## src/rtl/lane_pm_pkg.sv

```systemverilog
package lane_pm_pkg;

  typedef enum logic [1:0] {
    PS_ON      = 2'b00,
    PS_STANDBY = 2'b01,
    PS_LOW     = 2'b10
  } pwrState_e;

  // strobes from control to datapath, all next-cycle values
  typedef struct packed {
    logic       selLoop;
    logic       elecIdle;
    logic       statusPulse;
    logic [2:0] rxStat;
  } pathCtl_t;

  localparam logic [2:0] RXST_NONE  = 3'b000;
  localparam logic [2:0] RXST_FOUND = 3'b011;

  function automatic pwrState_e decodeReq(input logic [1:0] code);
    case (code)
      2'b00:   return PS_ON;
      2'b01:   return PS_STANDBY;
      default: return PS_LOW;   // 2'b10 and the unused 2'b11
    endcase
  endfunction

endpackage

```

## src/rtl/lane_pm_fsm.sv

```systemverilog
module lane_pm_fsm
  import lane_pm_pkg::*;
#(
  parameter int unsigned DET_CYCLES = 8
) (
  input  logic      clk,
  input  logic      rstN,
  input  logic [1:0] pwrReq,
  input  logic      txIdleReq,
  input  logic      detLpReq,
  input  logic      symStrobe,
  input  logic      detResult,
  output pathCtl_t  ctl,
  output pwrState_e curState,
  output logic      detBusy,
  output logic      loopOn
);

  localparam int unsigned CNT_W = (DET_CYCLES > 1) ? $clog2(DET_CYCLES) : 1;
  localparam logic [CNT_W-1:0] CNT_LOAD = CNT_W'(DET_CYCLES - 1);

  logic [CNT_W-1:0] detCnt, nxtCnt;
  logic             reqQ;
  logic             nxtBusy, nxtLoop, pulse, reqRise;
  logic [2:0]       stat;
  pwrState_e        target, nxtState;

  always_comb begin
    target   = decodeReq(pwrReq);
    reqRise  = detLpReq & ~reqQ;
    nxtState = curState;
    nxtBusy  = detBusy;
    nxtCnt   = detCnt;
    pulse    = 1'b0;
    stat     = RXST_NONE;
    if (detBusy) begin
      if (detCnt == '0) begin
        nxtBusy = 1'b0;
        pulse   = 1'b1;
        stat    = detResult ? RXST_FOUND : RXST_NONE;
      end else begin
        nxtCnt = detCnt - 1'b1;
      end
    end else if (target != curState) begin
      nxtState = target;
      pulse    = 1'b1;
    end else if (curState == PS_LOW && reqRise) begin
      nxtBusy = 1'b1;
      nxtCnt  = CNT_LOAD;
    end

    if (nxtState != PS_ON)  nxtLoop = 1'b0;
    else if (symStrobe)     nxtLoop = detLpReq;
    else                    nxtLoop = loopOn;

    ctl.selLoop     = nxtLoop;
    ctl.elecIdle    = (nxtState != PS_ON) || txIdleReq;
    ctl.statusPulse = pulse;
    ctl.rxStat      = stat;
  end

  always_ff @(posedge clk or negedge rstN) begin
    if (!rstN) begin
      curState <= PS_LOW;
      detBusy  <= 1'b0;
      detCnt   <= '0;
      loopOn   <= 1'b0;
      reqQ     <= 1'b0;
    end else begin
      curState <= nxtState;
      detBusy  <= nxtBusy;
      detCnt   <= nxtCnt;
      loopOn   <= nxtLoop;
      reqQ     <= detLpReq;
    end
  end

endmodule

```

## src/rtl/lane_pm_path.sv

```systemverilog
module lane_pm_path
  import lane_pm_pkg::*;
#(
  parameter int unsigned DATA_W = 8
) (
  input  logic              clk,
  input  logic              rstN,
  input  pathCtl_t          ctl,
  input  logic [DATA_W-1:0] linkTxData,
  input  logic              linkTxK,
  input  logic [DATA_W-1:0] rxInData,
  input  logic              rxInK,
  output logic [DATA_W-1:0] txData,
  output logic              txK,
  output logic              txElecIdle,
  output logic [DATA_W-1:0] rxData,
  output logic              rxK,
  output logic              phyStatus,
  output logic [2:0]        rxStatus
);

  always_ff @(posedge clk or negedge rstN) begin
    if (!rstN) begin
      txData     <= '0;
      txK        <= 1'b0;
      txElecIdle <= 1'b1;
      rxData     <= '0;
      rxK        <= 1'b0;
      phyStatus  <= 1'b1;
      rxStatus   <= RXST_NONE;
    end else begin
      txData     <= ctl.selLoop ? rxInData : linkTxData;
      txK        <= ctl.selLoop ? rxInK    : linkTxK;
      txElecIdle <= ctl.elecIdle;
      rxData     <= rxInData;
      rxK        <= rxInK;
      phyStatus  <= ctl.statusPulse;
      rxStatus   <= ctl.rxStat;
    end
  end

endmodule

```

## src/rtl/lane_pm_ctrl.sv

```systemverilog
module lane_pm_ctrl
  import lane_pm_pkg::*;
#(
  parameter int unsigned DATA_W     = 8,
  parameter int unsigned DET_CYCLES = 8
) (
  input  logic              clk,
  input  logic              rstN,
  input  logic [1:0]        pwrReq,
  input  logic              txIdleReq,
  input  logic              detLpReq,
  input  logic              symStrobe,
  input  logic              detResult,
  input  logic [DATA_W-1:0] linkTxData,
  input  logic              linkTxK,
  input  logic [DATA_W-1:0] rxInData,
  input  logic              rxInK,
  output logic [DATA_W-1:0] txData,
  output logic              txK,
  output logic              txElecIdle,
  output logic [DATA_W-1:0] rxData,
  output logic              rxK,
  output logic              phyStatus,
  output logic [2:0]        rxStatus,
  output logic              detActive,
  output logic              loopActive,
  output logic [1:0]        pwrState
);

  pathCtl_t  ctl;
  pwrState_e curState;

  lane_pm_fsm #(.DET_CYCLES(DET_CYCLES)) u_fsm (
    .clk(clk), .rstN(rstN), .pwrReq(pwrReq), .txIdleReq(txIdleReq),
    .detLpReq(detLpReq), .symStrobe(symStrobe), .detResult(detResult),
    .ctl(ctl), .curState(curState), .detBusy(detActive), .loopOn(loopActive)
  );

  lane_pm_path #(.DATA_W(DATA_W)) u_path (
    .clk(clk), .rstN(rstN), .ctl(ctl),
    .linkTxData(linkTxData), .linkTxK(linkTxK),
    .rxInData(rxInData), .rxInK(rxInK),
    .txData(txData), .txK(txK), .txElecIdle(txElecIdle),
    .rxData(rxData), .rxK(rxK), .phyStatus(phyStatus), .rxStatus(rxStatus)
  );

  assign pwrState = curState;

endmodule

```

## config.mk

```make
export PLATFORM = sky130hd
export DESIGN_NAME = lane_pm_ctrl
export DESIGN_NICKNAME = d
export VERILOG_FILES = /design/src/rtl/lane_pm_pkg.sv /design/src/rtl/lane_pm_fsm.sv /design/src/rtl/lane_pm_path.sv /design/src/rtl/lane_pm_ctrl.sv
export SDC_FILE = /design/constraint.sdc
export NUM_CORES = 1
export LEC_CHECK = 0
export ABC_AREA = 1
export BUFFER_PORTS_ARGS = -buffer_cell sky130_fd_sc_hd__buf_4
export CAP_MARGIN = 20
export CORE_MARGIN = 8
export CORE_UTILIZATION = 40
export CTS_CLUSTER_DIAMETER = 30
export CTS_CLUSTER_SIZE = 12
export DETAILED_ROUTE_END_ITERATION = 6
export HOLD_SLACK_MARGIN = 0.12
export PLACE_DENSITY_LB_ADDON = 0.08
export SYNTH_ARGS = -nofsm -noshare
export SYNTH_HDL_FRONTEND = slang
export SYNTH_SLANG_ARGS = --single-unit
```

## constraint.sdc

```tcl
create_clock -name clk -period 2.3 [get_ports clk]
set_input_delay 0.46 -clock clk [delete_from_list [all_inputs] [get_ports clk]]
set_output_delay 0.46 -clock clk [all_outputs]
set_load 0.005 [all_outputs]
```

# ---- Word level (Yosys, flattened, before mapping)
# Index checks and enable logic that the tools add are counted.
dict set report totals {
  word_cells 48
  regBits 31
  input_bits 26
  output_inout_bits 27
}
dict set report classes {
  n_eq_ne 5
  muxes 21
  reduce_logical 7
  n_addsub 1
  n_bitwise 2
}
# op n
set ops {}
lappend ops {{two-way mux 3 bit} 6}
lappend ops {{two-way mux 1 bit} 10}
lappend ops {{two-way mux 8 bit} 1}
lappend ops {{two-way mux 2 bit} 3}
lappend ops {{case mux 2 bit (2 select lines)} 1}
lappend ops {{nonzero test 2 bit} 2}
lappend ops {{zero test 3 bit} 1}
lappend ops {{AND reduction 3 bit} 1}
lappend ops {{subtractor 3 x 1 -> 3 bit (second input constant)} 1}
lappend ops {{== test 2 x 1 -> 1 bit (second input constant)} 1}
lappend ops {{== test 2 bit (second input constant)} 1}
lappend ops {{zero test 2 bit} 1}
lappend ops {{!= test 2 x 1 -> 1 bit (second input constant)} 1}
lappend ops {{!= test 2 bit} 1}
lappend ops {{!= test 2 bit (second input constant)} 1}
lappend ops {{bitwise AND 1 bit} 1}
lappend ops {{logical AND 1 bit} 1}
lappend ops {{logical OR 1 bit} 1}
lappend ops {{inverter 1 bit} 1}

# ---- Depth between registers and ports, before layout
# Gate-level depths: netlist of the first run.
dict set report logic_depth {
  word_depth 8
  ltp_mapped 9
}

# ---- Modules after synthesis
# From an unflattened synthesis of the first run, not the netlist that was laid out.
dict set report unflattened {
  hier_cells 117
  area_unflattened_um2 1183.6
}
# module area_per_inst_um2 n_inst cells_each
set modules_own_cells {}
lappend modules_own_cells {lane_pm_path 694.4 1 52}
lappend modules_own_cells {lane_pm_fsm 489.2 1 65}

# ---- Worst setup path after synthesis of the first run
# No wires, ideal clock.
dict set report synth_timing {
  path_kind {input-to-reg}
  startpoint {input port symStrobe}
  endpoint {register u_path.txData[2]}
  arrival_time_ns 1.118
  setup_ns 0.065
  path_stages 5
  path_slack_ns 1.117
  path_cell_list {o21ai_0 -> nand3_4 -> inv_6 -> nand2_1 -> nand2_1}
}
# item line_no
set synth_lines {}
lappend synth_lines {{start, declared} lane_pm_ctrl.sv:12} ;# input logic symStrobe,
lappend synth_lines {{end signal, assigned} lane_pm_path.sv:32} ;# txData <= ctl.selLoop ? rxInData : linkTxData;
lappend synth_lines {{end, declared} lane_pm_path.sv:13} ;# output logic [DATA_W-1:0] txData,

# ---- Worst setup path after layout of the first run
dict set report layout_timing {
  startpoint {register u_fsm.detBusy}
  endpoint {output port detActive}
}
# item line_no
set layout_lines {}
lappend layout_lines {{start, declared} lane_pm_fsm.sv:15} ;# output logic detBusy,
lappend layout_lines {{start signal, assigned} lane_pm_fsm.sv:71} ;# detBusy <= nxtBusy;
lappend layout_lines {{end, declared} lane_pm_ctrl.sv:25} ;# output logic detActive,
# No word-level cell between the ends.

==> results of run 1 <==
repair_timing:
action,CTS,global route
endpoints found under the setup margin,0,0
buffers inserted,0,0
hold buffers,1,0
hold endpoints to repair,26,0
power by group:
part	internal (W)	switching, W	total, W
sequential	0.000571	0.0000338	0.000605
combinational	0.000122	0.000120	0.000242
clock	0.000177	0.000171	0.000348
total	0.000871	0.000324	0.00120
Yosys cell counts:
cell type / n / share of area (%)
nand3b_1: 1 / 0.66
inv_6: 1 / 0.77
buf_4: 2 / 1.3
o21a_2: 1 / 0.77
nor2_1: 4 / 1.3
dfrtp_1: 26 / 57
inv_1: 11 / 3.6
buf_6: 1 / 0.99
o21ai_0: 1 / 0.44
nand2_2: 5 / 2.7
ha_1: 2 / 2.2
xnor2_1: 1 / 0.77
dfstp_2: 3 / 6.9
nand3_1: 5 / 2.2
conb_1: 1 / 0.33
nand2_1: 46 / 15
o21ai_2: 1 / 0.77
nand3_4: 1 / 1.5
inv_2: 1 / 0.33
layout by cell type (no fill, tap or decap), drive strengths merged:
master,Yosys,layout
buf,3,51
nand2,51,51
dfrtp,26,26
inv,13,13
clkbuf,0,7
nand3,6,6
nor2,4,4
dfstp,3,3
ha,2,2
o21ai,2,2
o21a,1,1
nand3b,1,1
xnor2,1,1
conb,1,1
clkinv,0,1
dlygate4sd3,0,1
state kept, by name, summed over array words and instances (netlist names), 2 cells and up:
name / cells
u_path.rxData: 8
u_path.txData: 8
u_fsm.curState: 2
u_fsm.detCnt: 3
cells by family after synthesis:
group / after synthesis / synth area share [%]
compound gates: 3 / 1.98
flops: 29 / 64.1
fa+ha+maj: 2 / 2.20
simple gates: 62 / 23.6
other cells: 1 / 0.329
buf+inv: 16 / 7.03
xor+xnor: 1 / 0.769
layout make-up:
| class | count | area [um^2] |
|---|---|---|
| Clock inverter | 1 | 5.00 |
| Fill cell | 256 | 1120 |
| Multi-Input combinational cell | 69 | 329 |
| Inverter | 13 | 53.8 |
| Sequential cell | 29 | 729 |
| Timing Repair Buffer | 52 | 393 |
| Clock buffer | 7 | 65.1 |
| Tap cell | 31 | 38.8 |
worst paths after layout:
path,startpoint,endpoint,slack [ns],depth (start not counted)
worst max-delay path,u_fsm.detBusy,detActive,0.79,1
worst min-delay path,rxInData[2],u_path.rxData[2],0.25,1
worst max register to register,u_fsm.detBusy,u_path.txData[6],0.97,6
worst min register to register,u_fsm.detCnt[1],u_fsm.detCnt[1],0.48,2
max in group asynchronous,rstN,u_fsm.curState[1],1.40,2
min in group asynchronous,rstN,u_path.rxStatus[0],0.58,2
metrics by stage:
step / setup slack, ns / util (%)
after detailed placement: 0.883 / 56.1
after global routing: 0.693 / 59.0
after global placement: 0.915 / 56.1
after CTS: 0.749 / 59.0
final: 0.787 / 59.0
after floorplan: 1.12 / -
metal layers:
| layer | share of wire [%] | global-route usage, % |
|---|---|---|
| met1 | 34 | 10.0 |
| met2 | 53 | 19.2 |
| met5 | 0 | 0 |
| met4 | 1.8 | 6.83 |
| met3 | 10 | 6.44 |
==> results.ini, run 1 <==
[status]
outcome=finished, final reports clean

[global_route]
grt_overflow=0
antenna_found_initial=0
grt_usage_pct=11.2
grt_pass1_vias=1020
grt_pass1_wl_um=4370
grt_max_degree=30

[cts]
cts_sinks=29
clockBufferDepth=2
cts_tree=done
h-tree-depth=2
root_buffer=clkbuf_4
ctsResizeCount=0
cts_buffers=5
clk_latency_ns=0.32
path_clk_slew_ns=0.09

[floorplan]
dieArea_mm2=0.00481
io_pins=53
start_util_pct=41.6
fp.dieW_um=69.4
core_area_mm2=0.00273
die_y_um=69.4
rows=19

[sta]
slew_viol_final=0
fin_crit_sh_pct=65.8
tns_ns=0
hold_viol=0
rsz0062_at_grt=no
max_freq_mhz=661
holdWs_ns=0.253
fin_skew_ns=0.00857
setup_viol=0
period_needed_ns=1.51

[synth]
synth_fp_nets=142
syn_inst=114
ys_seq_area_share_pct=64.1
synth_cell_types=19
synth_warnings=0
avgSynthCellArea_um2=9.99
ys_ff_latch=29
netlist_area_mm2=0.00114

[run]
drv_cap=0

[place]
dp_hpwl_um=2010
gp_congestion=0.728
dpl-instance-area_mm2=0.00153
port_buffers=51
placedCellCount=193

[hold_path]
hold_class=in2reg

[setup_path]
start_kind=flop
crit_path_max_fanout=11
critPathRequiredTime_ns=1.84
cp-end-kind=output pin
crit_slowest_cell=dfrtp_1
critPathTopFamily=flip-flops
crit_path_cell_trace=buf_4
crit_buf_inv=1
path_class=reg2out
worstPathArrival_ns=1.05
slowest_delay_ns=0.55

[power]
p_leak_nw=0.882
total_power_w=0.00120
power.density_mw_per_mm2=740
ir_drop_v=0.000469

[layout]
area_growth_pct=41.8
num_antenna_cells=0
final_cells=202
fin_nets=198
drive_above_1_share_pct=42.1
finalInstanceArea_mm2=0.00161

[route]
viasPerCell=4.59
drtIter0Drc=13
dr.pass1.iters=4
postRouteAntennaNets=0
wire_per_inst_um=12.6
drc=0
wirelength_um=2540
dr_total_vias=927

(Power assumes the default switching activity.)
==> run 2: changes to the inputs <==
--- a/config.mk
+++ b/config.mk
@@ -5,7 +5,7 @@
 export SDC_FILE = /design/constraint.sdc
 export NUM_CORES = 1
 export LEC_CHECK = 0
-export ABC_AREA = 1
+export ABC_AREA = 0
 export BUFFER_PORTS_ARGS = -buffer_cell sky130_fd_sc_hd__buf_4
 export CAP_MARGIN = 20
 export CORE_MARGIN = 8
==> constraint.sdc (replaced) <==
create_clock -name clk -period 1.3 [get_ports clk]
set_input_delay 0.26 -clock clk [delete_from_list [all_inputs] [get_ports clk]]
set_output_delay 0.26 -clock clk [all_outputs]
set_load 0.005 [all_outputs]
==> results.ini, run 2 <==
[status]
outcome=finished, violations left
failed_checks=negative setup slack

[place]
port_buffers=51
dpl-instance-area_mm2=0.00159
gp_congestion=0.774
dp_hpwl_um=1930
placedCellCount=161

[layout]
reg_top3=u_path.rxData: 8 flops, u_path.txData: 8 flops, u_fsm.detCnt: 3 flops
layout_common_cells=buf_4, dfrtp_1, dlygate4sd3_1
drive_above_1_share_pct=59.1
area_growth_pct=60.9
fin_nets=181
finalInstanceArea_mm2=0.00184
final_cells=185
num_antenna_cells=0
final_common_cell=buf_4

[floorplan]
fp.dieW_um=69.4
core_area_mm2=0.00273
start_util_pct=41.8
die_y_um=69.4
rows=19
io_pins=53
dieArea_mm2=0.00482

[sta]
hold_viol=0
holdWs_ns=0.146
slew_viol_final=0
setup_ws_ns=-0.0756
fin_skew_ns=0.0128
tns_ns=-0.695
fin_crit_sh_pct=106
max_freq_mhz=727
rsz0062_at_grt=yes
setup_viol=13
period_needed_ns=1.38

[synth]
syn_inst=76
synth_edf_count=0
ys_ff_latch=29
netlist_area_mm2=0.00114
synth_cell_types=30
synth_flop_cell=dfrtp_1
avgSynthCellArea_um2=15.0
synthTopCellsByArea=dfrtp_1, mux2_4, dfstp_2
netlist_top_cells_count=dfrtp_1, mux2_4, a21oi_1
synthArstFlopShare_pct=100
synth_top_area_share_pct=57.0
synth.most_common_cell=dfrtp_1
synth_fp_nets=104
synth_top_area_cell=dfrtp_1
ys_seq_area_share_pct=63.9
synth_warnings=0

[route]
wirelength_um=2880
drtIter0Drc=46
dr_total_vias=870
dr.pass1.iters=4
viasPerCell=4.70
drc=0
postRouteAntennaNets=0
wire_per_inst_um=15.6

[setup_path]
crit_path_cell_trace=nor3b_4 -> o21ai_4 -> buf_12 -> mux2_4
slowest_delay_ns=0.57
start_kind=flop
crit_buf_inv=1
path_class=reg2reg
critPathTopFamily=flip-flops
crit_slowest_cell=dfstp_2
r2r_setup_slack_ns=-0.08
cp-end-kind=flop
crit_path_max_fanout=10
worstPathArrival_ns=1.58
critPathRequiredTime_ns=1.51

[cts]
cts_sinks=29
clk_latency_ns=0.33
path_clk_slew_ns=0.09
cts_tree=done
root_buffer=clkbuf_4
cts_buffers=5
h-tree-depth=2
clockBufferDepth=2

[global_route]
antenna_found_initial=0
grt_max_degree=30
grt_pass1_wl_um=4650
grt_usage_pct=12.2
grt_pass1_vias=993
grt_overflow=0

[hold_path]
hold_class=in2reg

[power]
power.density_mw_per_mm2=1610
ir_drop_v=0.00142
p_leak_nw=0.935

[run]
drv_cap=0

[run 2: changes by cell type after synthesis, moves of 3 or more]
cell	before	now
nand3_1	5	0
nor2_1	4	1
a21oi_1	0	5
inv_1	11	3
mux2_4	0	9
nand2_2	5	0
nand2_1	46	2
nand2b_1	0	3
[run 2: per-stage QoR]
stage                     utilization, %  total power (W)  setup slack, ns
after floorplan                        -          0.00172           -0.104
after global placement              58.1          0.00214           -0.146
after detailed placement            58.1          0.00217           -0.155
after CTS                           66.3          0.00291          -0.0764
after global routing                67.2          0.00315           -0.111
final                               67.2          0.00297          -0.0756
[run 2: final timing paths]
kind                              startpoint                 end  cells past startpoint
setup / recovery           u_fsm.curState[1]    u_path.txData[7]                      4
hold / removal                     detResult  u_path.rxStatus[0]                      3
setup reg to reg           u_fsm.curState[1]    u_path.txData[7]                      4
hold reg to reg              u_fsm.detCnt[1]     u_fsm.detCnt[1]                      2
max in group asynchronous               rstN    u_path.phyStatus                      2
min in group asynchronous               rstN    u_path.txData[5]                      2
[run 2: cell type report]
class                           count  area [um^2]
Multi-Input combinational cell     41          397
Inverter                            3         11.3
Tap cell                           31         38.8
Fill cell                         213          896
Timing Repair Buffer               73          603
Clock buffer                        8         58.8
Sequential cell                    29          729
[run 2: timing repair]
action / in CTS / in global routing
pin swaps: 1 / 2
hold endpoints to repair: 36 / 0
buffers inserted: 4 / 1
setup endpoints to repair: 14 / 16
hold buffers: 11 / 0
resized for setup: 3 / 5
[run 2: report_power, final]
group          internal (W)  switching, W  total [W]  leakage [nW]
sequential          0.00110      0.000110    0.00121         0.338
combinational      0.000720      0.000469    0.00119         0.564
clock              0.000266      0.000297   0.000564        0.0326
[run 2: cells by family (layout without fill, tap and decap cells)]
group	after synthesis	count (layout)	share of synthesized area, %
fa+ha+maj	2	2	2.19
compound gates	12	12	7.56
flops	29	29	63.9
buf+inv	6	84	2.74
other cells	1	1	0.328
mux	10	10	12.8
simple gates	15	15	9.75
xor+xnor	1	1	0.767
[run 2: routing by layer]
| layer | vias up | wire (um) | GRT usage, % |
|---|---|---|---|
| met5 | - | 0 | 0 |
| met4 | 0 | 61 | 6.15 |
| met1 | 417 | 1120 | 11.6 |
| met2 | 36 | 1410 | 19.5 |
| li1 | 411 | - | - |
| met3 | 6 | 287 | 8.44 |
[run 2: worst reg2reg max path, stage by stage, from the launching register on]
cell and delay, ns:
dfstp_2 0.57, nor3b_4 0.06, o21ai_4 0.17, buf_12 0.16, mux2_4 0.30
==> run 3: changes to the inputs <==
--- a/config.mk
+++ b/config.mk
@@ -8,7 +8,7 @@
 export ABC_AREA = 0
 export BUFFER_PORTS_ARGS = -buffer_cell sky130_fd_sc_hd__buf_4
 export CAP_MARGIN = 20
-export CORE_MARGIN = 8
+export CORE_MARGIN = 5
 export CORE_UTILIZATION = 40
 export CTS_CLUSTER_DIAMETER = 30
 export CTS_CLUSTER_SIZE = 12
==> results.ini, run 3 (same netlist as run 2, synthesis figures left out) <==
[setup_path]
crit_slowest_cell=dfstp_2
path_class=reg2reg
crit_path_cell_trace=nor3b_4 -> o21ai_4 -> buf_12 -> mux2_4
slowest_delay_ns=0.57
cp-end-kind=flop
crit_buf_inv=1
critical_path_depth=4
worstPathArrival_ns=1.59
critPathTopFamily=flip-flops
crit_path_max_fanout=10
r2r_cells=4
start_kind=flop
critPathRequiredTime_ns=1.52

[layout]
finalInstanceArea_mm2=0.00190
area_growth_pct=66.3
reg_top3=u_path.rxData: 8 flops, u_path.txData: 8 flops, u_fsm.detCnt: 3 flops
fin_nets=185
drive_above_1_share_pct=59.5
fillers=201
final_common_cell=buf_4
layout_common_cells=buf_4, dfrtp_1, dlygate4sd3_1
num_antenna_cells=0

[floorplan]
rows=19
io_pins=53
dieArea_mm2=0.00402
die_y_um=63.4
start_util_pct=41.4
fp.dieW_um=63.4
core_area_mm2=0.00276

[global_route]
grt_pass1_vias=1010
grt_pass1_wl_um=4640
grt_usage_pct=15.3
antenna_found_initial=0
grt_overflow=0
grt_max_degree=30

[route]
wirelength_um=2750
drc=0
wire_per_inst_um=14.6
drtIter0Drc=21
viasPerCell=4.65
dr_total_vias=879
dr.pass1.iters=4
postRouteAntennaNets=0

[power]
ir_drop_v=0.00124
power.density_mw_per_mm2=1720
p_leak_nw=0.967

[sta]
setup_ws_ns=-0.0737
fin_crit_sh_pct=106
setup_viol=13
fin_skew_ns=0.00543
period_needed_ns=1.37
tns_ns=-0.747
hold_viol=0
rsz0062_at_grt=yes
holdWs_ns=0.155
slew_viol_final=0
max_freq_mhz=728

[cts]
path_clk_slew_ns=0.10
cts_buffers=5
cts_tree=done
clockBufferDepth=2
h-tree-depth=2
clk_latency_ns=0.33
cts_sinks=29
root_buffer=clkbuf_4

[status]
failed_checks=negative setup slack
outcome=finished, violations left

[run]
drv_cap=0

[place]
gp_congestion=0.710
port_buffers=51
dp_hpwl_um=1760
dpl-instance-area_mm2=0.00158

[hold_path]
holdPathStages=2
hold_class=in2reg

run 3: cell count changes in the layout (fill, tap and decap cells not counted), moves of 2 or more:
cell / delta
buf_4: +3
a21oi_1: +2
a21oi_2: -2
clkbuf_1: -2
run 3: what timing repair did:
action | in CTS | in global routing
hold endpoints to repair | 37 | 0
gates resized for setup | 3 | 4
hold buffers | 12 | 0
pin swaps | 2 | 0
setup buffers | 7 | 2
endpoints found under the setup margin | 15 | 17
run 3: metrics by stage:
step	util, %	setup slack (ns)	cells	total power, W
4_1_cts	67.7	-0.0728	187	0.00318
3_3_place_gp	57.4	-0.156	160	0.00214
5_1_grt	68.9	-0.114	189	0.00347
2_1_floorplan	-	-0.104	76	0.00172
3_5_place_dp	57.4	-0.158	160	0.00216
6_report	68.9	-0.0737	189	0.00327
run 3: power breakdown:
group          switching [W]  leakage, nW  internal [W]  total, W
registers           0.000108        0.338       0.00110   0.00121
clock network       0.000331       0.0445      0.000457  0.000788
logic               0.000479        0.585      0.000793   0.00127
total               0.000917        0.967       0.00235   0.00327
run 3: worst paths after layout:
| kind | startpoint | to | slack (ns) |
|---|---|---|---|
| worst max register to register | u_fsm.curState[1] | u_path.txData[7] | -0.07 |
| worst min-delay path | linkTxData[2] | u_path.txData[2] | 0.15 |
| max in group asynchronous | rstN | u_path.phyStatus | 0.59 |
| min in group asynchronous | rstN | u_fsm.reqQ | 0.41 |
| worst min register to register | u_fsm.detCnt[1] | u_fsm.detCnt[1] | 0.60 |
| worst max-delay path | u_fsm.curState[1] | u_path.txData[7] | -0.07 |
run 3: worst reg2reg max path, stage by stage (launching register included):
cell and delay [ns]:
dfstp_2 0.57, nor3b_4 0.06, o21ai_4 0.17, buf_12 0.16
mux2_4 0.30
run 3: area by class of cell:
type / count / area [um^2] / share of cell area [%]
repair buffers: 77 / 636 / 33.5
clock buffers: 6 / 51.3 / 2.70
inverters: 3 / 11.3 / 0.593
flip-flops and latches: 29 / 729 / 38.4
multi-input cells: 41 / 395 / 20.8
well taps: 31 / 38.8 / 2.04
clock inverters: 2 / 37.5 / 1.98
run 3: layer usage:
| metal | up-vias | part of all wire, % | GRT usage [%] |
|---|---|---|---|
| met1 | 424 | 37 | 15.9 |
| met3 | 4 | 6.9 | 7.28 |
| met5 | - | 0 | 0 |
| li1 | 421 | - | - |
| met4 | 0 | 1.1 | 7.01 |
| met2 | 30 | 55 | 25.8 |
